[src/rtl/hitrec_pkg.sv]
package hitrec_pkg;
    localparam int REC_FINE_W = 8;
    localparam int REC_ADDR_W = 8;

    typedef struct packed {
        logic                  hit;
        logic [REC_FINE_W-1:0] fine;
    } rec_word_t;

    function automatic logic [REC_ADDR_W-1:0] back_addr(
        input logic [REC_ADDR_W-1:0] start,
        input logic [REC_ADDR_W-1:0] step
    );
        return start - step;
    endfunction
endpackage

[src/rtl/hitrec_page_ctrl.sv]
module hitrec_page_ctrl
    import hitrec_pkg::*;
#(
    parameter int DROP_W = 8
) (
    input  logic                  clk,
    input  logic                  rst,
    input  logic                  trig_i,
    input  logic                  restart_i,
    input  logic                  busy_i,
    output logic                  accept_o,
    output logic                  page_o,
    output logic                  locked_o,
    output logic [REC_ADDR_W-1:0] wptr_o,
    output logic [DROP_W-1:0]     drop_o
);
    localparam logic [DROP_W-1:0] DROP_MAX = '1;

    assign accept_o = trig_i && !locked_o && !busy_i;

    always_ff @(posedge clk) begin
        if (rst) begin
            page_o   <= 1'b0;
            locked_o <= 1'b0;
            wptr_o   <= '0;
            drop_o   <= '0;
        end else begin
            wptr_o <= wptr_o + 1'b1;
            if (accept_o) begin
                page_o   <= ~page_o;
                locked_o <= 1'b1;
            end else begin
                if (restart_i)
                    locked_o <= 1'b0;
                if (trig_i && drop_o != DROP_MAX)
                    drop_o <= drop_o + 1'b1;
            end
        end
    end
endmodule

[src/rtl/hitrec_store.sv]
module hitrec_store
    import hitrec_pkg::*;
(
    input  logic                  clk,
    input  logic                  we_i,
    input  logic [REC_ADDR_W:0]   waddr_i,
    input  rec_word_t             wdata_i,
    input  logic [REC_ADDR_W:0]   raddr_i,
    output rec_word_t             rdata_o
);
    localparam int DEPTH = 1 << (REC_ADDR_W + 1);

    rec_word_t mem [DEPTH];

    always_ff @(posedge clk) begin
        if (we_i)
            mem[waddr_i] <= wdata_i;
        rdata_o <= mem[raddr_i];
    end
endmodule

[src/rtl/hitrec_reader.sv]
module hitrec_reader
    import hitrec_pkg::*;
#(
    parameter int WIN_LEN = 16
) (
    input  logic                  clk,
    input  logic                  rst,
    input  logic                  accept_i,
    input  logic [REC_ADDR_W-1:0] wptr_i,
    output logic [REC_ADDR_W-1:0] raddr_o,
    output logic                  busy_o,
    output logic                  step_vld_o,
    output logic [REC_ADDR_W-1:0] step_off_o
);
    localparam logic [REC_ADDR_W-1:0] LAST_STEP = REC_ADDR_W'(WIN_LEN - 1);

    logic [REC_ADDR_W-1:0] start_q;
    logic [REC_ADDR_W-1:0] step_q;

    assign raddr_o = back_addr(start_q, step_q);

    always_ff @(posedge clk) begin
        if (rst) begin
            start_q    <= '0;
            step_q     <= '0;
            busy_o     <= 1'b0;
            step_vld_o <= 1'b0;
            step_off_o <= '0;
        end else begin
            step_vld_o <= busy_o;
            step_off_o <= step_q;
            if (accept_i) begin
                start_q <= wptr_i;
                step_q  <= '0;
                busy_o  <= 1'b1;
            end else if (busy_o) begin
                step_q <= step_q + 1'b1;
                if (step_q == LAST_STEP)
                    busy_o <= 1'b0;
            end
        end
    end
endmodule

[src/rtl/trig_hit_recorder.sv]
module trig_hit_recorder
    import hitrec_pkg::*;
#(
    parameter int WIN_LEN = 16,
    parameter int DROP_W  = 8
) (
    input  logic                  clk,
    input  logic                  rst,
    input  logic                  hit_i,
    input  logic [REC_FINE_W-1:0] fine_i,
    input  logic                  trig_i,
    input  logic                  restart_i,
    output logic                  rd_valid_o,
    output logic [REC_ADDR_W-1:0] rd_offset_o,
    output logic [REC_FINE_W-1:0] rd_fine_o,
    output logic                  busy_o,
    output logic                  page_o,
    output logic                  locked_o,
    output logic [DROP_W-1:0]     drop_cnt_o
);
    logic                  accept;
    logic [REC_ADDR_W-1:0] wptr;
    logic [REC_ADDR_W-1:0] raddr;
    logic                  step_vld;
    logic [REC_ADDR_W-1:0] step_off;
    rec_word_t             wword;
    rec_word_t             rword;

    assign wword = '{hit: hit_i, fine: fine_i};

    hitrec_page_ctrl #(.DROP_W(DROP_W)) u_ctrl (
        .clk       (clk),
        .rst       (rst),
        .trig_i    (trig_i),
        .restart_i (restart_i),
        .busy_i    (busy_o),
        .accept_o  (accept),
        .page_o    (page_o),
        .locked_o  (locked_o),
        .wptr_o    (wptr),
        .drop_o    (drop_cnt_o)
    );

    hitrec_store u_store (
        .clk     (clk),
        .we_i    (!rst),
        .waddr_i ({~page_o, wptr}),
        .wdata_i (wword),
        .raddr_i ({page_o, raddr}),
        .rdata_o (rword)
    );

    hitrec_reader #(.WIN_LEN(WIN_LEN)) u_reader (
        .clk        (clk),
        .rst        (rst),
        .accept_i   (accept),
        .wptr_i     (wptr),
        .raddr_o    (raddr),
        .busy_o     (busy_o),
        .step_vld_o (step_vld),
        .step_off_o (step_off)
    );

    assign rd_valid_o  = step_vld && rword.hit;
    assign rd_offset_o = step_off;
    assign rd_fine_o   = rword.fine;
endmodule

[config.mk]
export PLATFORM = sky130hd
export DESIGN_NAME = trig_hit_recorder
export DESIGN_NICKNAME = d
export VERILOG_FILES = /design/src/rtl/hitrec_pkg.sv /design/src/rtl/hitrec_page_ctrl.sv /design/src/rtl/hitrec_store.sv /design/src/rtl/hitrec_reader.sv /design/src/rtl/trig_hit_recorder.sv
export SDC_FILE = /design/constraint.sdc
export NUM_CORES = 2
export LEC_CHECK = 0
export ABC_CLOCK_PERIOD_IN_PS = 3960
export BUFFER_PORTS_ARGS = -buffer_cell sky130_fd_sc_hd__clkbuf_2
export CAP_MARGIN = 15
export CORE_MARGIN = 3
export CORE_UTILIZATION = 40
export CTS_CLUSTER_SIZE = 12
export DETAILED_ROUTE_END_ITERATION = 12
export SLEW_MARGIN = 20
export SYNTH_ARGS = -nofsm -noshare
export SYNTH_HDL_FRONTEND = slang
export SYNTH_MEMORY_MAX_BITS = 65536
export SYNTH_SLANG_ARGS = --single-unit
export TNS_END_PERCENT = 5
[constraint.sdc]
create_clock -name clk -period 3.96 [get_ports clk]
set_clock_uncertainty 0.05 [all_clocks]
set_input_delay 0.594 -clock clk [delete_from_list [all_inputs] [get_ports clk]]
set_output_delay 0.594 -clock clk [all_outputs]
set_load 0.01 [all_outputs]
==> flow_metrics.tcl <==
set metrics [dict create \
    cts.path.max_buffers 4 \
    hold_path.class "input port to register" \
    yosysWarnings 0 \
    setup_viol 9 \
    r2r_start "u_reader.start_q[0]" \
    period_needed_ns 4.192 \
    ys_ff_latch 4661 \
    synth_top_cells_by_count "edfxtp_1 (4608), mux4_2 (1297), nor2_1 (567), nand2_1 (532), clkbuf_1 (156)" \
    netlist_area_mm2 0.1810 \
    synthCells 8252 \
    final-instance-count-excl-fill 15770 \
    dp.cells 14920 \
    synth_top_area_share 0.7645 \
    cts_made_buffers 466 \
    violations "setup timing" \
    clk_pin_slew_ns 0.06 \
    power_density_mw_per_mm2 515.6 \
    drc_errors 0 \
    hold_slack_ns 0.08922 \
    cts.sinks 4661 \
    area.growth.synth_to_final_pct 17.39 \
    slowest_delay_ns 0.81 \
    synthTopCellsByArea "edfxtp_1 (76%), mux4_2 (16%), nor2_1 (1.2%), nand2_1 (1.1%), buf_6 (0.60%)" \
    overflow 0 \
    grt_start_max_net_pins 208 \
    drv_cap 0 \
    power.total_mw 109.5 \
    status "finished with violations" \
    grt_pass1_vias 93245 \
    slowest_stage "fa_4" \
    worstPathCellList "inv_4 -> ha_4 -> fa_4 -> buf_12 -> buf_16 -> buf_16 -> buf_16 -> buf_6 -> buf_6 -> mux4_2 -> mux4_2 -> mux2i_1 -> mux2_4 -> a22oi_2 -> o221ai_2 -> o311ai_2" \
    start_kind "register" \
    root_buffer "clkbuf_16" \
    synth_top_area_cell "edfxtp_1" \
    coreArea_mm2 0.4497 \
    crit_required_ns 4.79 \
    r2r-end "u_store.rdata_o[0]" \
    synth_edf_count 4608 \
    drtPass1Iterations 6 \
    max-slew-margin-rel 0.2308 \
    drive_gt1_frac 0.3305 \
    yosysMostFrequentCell "edfxtp_1" \
    fmax_ghz 0.2386 \
    reg2regPathDepth 16 \
    crit_top_cell "buf_16" \
    arrival_ns 5.02 \
    io_pins 41 \
    hold_viol_final 0 \
    cp.buffers_inverters 7 \
    cp.depth 16 \
    cts_tree "done" \
    finalMaxSlewViolations 0 \
    ir_drop_mv 0.4115 \
    drt_iter0_markers 11319 \
    leakagePower_nw 69.24 \
    postRouteAntennaNets 0 \
    die_h_um 678.7 \
    setup_slack_ns -0.2319 \
    htreeDepth 5 \
    worstSetupPathType "register to register" \
    routed_wl_mm 488.2 \
    grt_antenna_before_repair 20 \
    grt_pass1_wl_mm 699.9 \
    grt.total_usage 0.2098 \
    finalCritPeriodShare 1.059 \
    die_area_mm2 0.4606 \
    ys.flop_type "edfxtp_1" \
    hpwlAfterDp_mm 308.2 \
    start_util 0.4025 \
    cp-startpoint "u_reader.start_q[0]" \
    insertion_delay_ns 1.01 \
    nNetsFinal 9522 \
    critPathTopFamily "multiplexers" \
    setup.worst_path.end "u_store.rdata_o[0]" \
    async_flop_share 0 \
    r2r_setup_slack_ns -0.23 \
    rsz0062_at_grt "true" \
    worstSetupEndpointType "register" \
    gp_congestion 0.8605 \
    drt-vias-per-instance 5.734 \
    io_buffers 40 \
    crit_fanout 7 \
    wl_per_cell_um 30.96 \
    worst_pin_slew_ns 1.154 \
    num_rows 246 \
    die_x_um 678.7 \
    vias 90428 \
    ys_seq_area_frac 0.7704 \
    yosysUniqueCellTypes 72 \
    synth.avg_cell_area_um2 21.93 \
    synth_fp_nets 8280 \
]
## worst register-to-register path: cells and delay by family (launching register included)
| family | cells | cell delay (ns) |
|---|---|---|
| muxes | 4 | 1.17 |
| adders and majority gates | 2 | 0.96 |
| buffers and inverters | 7 | 0.94 |
| DFF | 1 | 0.35 |
| AOI/OAI and AO/OA | 3 | 0.60 |
## per-stage QoR
step / utilization / TNS [ns] / instance area, um^2 / setup slack, ns
detailed placement: 0.4377 / -4.817 / 196800 / -0.8311
global placement: 0.4376 / -5.160 / 196800 / -0.8988
finish: 0.4725 / -1.477 / 212500 / -0.2319
CTS: 0.4722 / -1.383 / 212400 / -0.1710
global route: 0.4724 / -1.993 / 212400 / -0.2771
floorplan: - / 0 / 181000 / 0.5952
## how the worst min path moves through the flow
stage                                   start             endpoint  slack, ns  depth (start not counted)
after floorplan           u_reader.start_q[0]  u_reader.start_q[0]       0.39                          2
after global placement    u_reader.start_q[5]  u_reader.start_q[5]       0.40                          2
after detailed placement  u_reader.start_q[0]  u_reader.start_q[0]       0.40                          2
after CTS                           fine_i[6]  u_store.mem[143][6]       0.03                          1
after global routing                fine_i[6]  u_store.mem[143][6]       0.07                          1
final                               fine_i[6]  u_store.mem[143][6]       0.09                          1
## flip-flops by register name (all words and copies together) (netlist names)
signal               count
u_reader.start_q         8
u_ctrl.wptr_o            8
u_ctrl.drop_o            8
u_ctrl.locked_o          1
u_ctrl.page_o            1
u_reader.step_off_o      8
u_store.mem           4608
u_store.rdata_o          9
u_reader.step_vld_o      1
u_reader.busy_o          1
u_reader.step_q          8
## cells by family after synthesis
family                   after synthesis  synth area share
XOR/XNOR                              29          0.001652
adder cells (fa/ha/maj)               15          0.001078
buffers and inverters                523           0.01801
AO/OA/AOI/OAI                        280           0.01134
AND/OR/NAND/NOR                     1340           0.03024
flip-flops                          4661            0.7704
multiplexers                        1404            0.1673
## what timing repair did
| item | CTS | global route |
|---|---|---|
| hold endpoints to repair | 47 | 0 |
| cloned | 18 | 0 |
| gates resized for setup | 172 | 14 |
| pin swaps | 32 | 7 |
| hold buffers | 5 | 0 |
| buffers inserted | 38 | 0 |
| endpoints found under the setup margin | 9 | 9 |
## layout by cell type, fill, tap and decap left out, types with 34 or more instances in the layout
cell type,count
a31oi_1,39
a32oi_1,65
buf_12,165
buf_4,1007
clkbuf_1,141
clkbuf_16,468
clkinv_1,77
clkinv_2,34
dfxtp_1,51
edfxtp_1,4608
mux2i_1,98
mux4_2,1297
nand2_1,509
nand3_1,122
nor2_1,564
## per-layer routing
metal | track usage | vias to the layer above | share of wire
met5 | 0 | - | 0.000053
met4 | 0.06890 | 4 | 0.036
met3 | 0.04152 | 774 | 0.084
met2 | 0.3382 | 4145 | 0.48
met1 | 0.2882 | 48651 | 0.40
li1 | - | 36854 | -
## report_power, final
part	leakage [nW]	internal [mW]	switching (mW)
combinational	20.7	6.46	7.96
clock	6.67	22.4	18.3
sequential	41.8	54.3	0.123
total	69.2	83.1	26.4
## layout make-up
class | instances | area, um^2
diodes | 19 | 47.55
clock buffers | 621 | 12410
clock inverters | 152 | 1383
fillers | 36445 | 237200
inverters | 16 | 62.56
multi-input cells | 3068 | 39090
flip-flops and latches | 4661 | 139400
well taps | 5952 | 7447
repair buffers | 1281 | 12600
No activity file was read; power rests on OpenSTA's default activity.
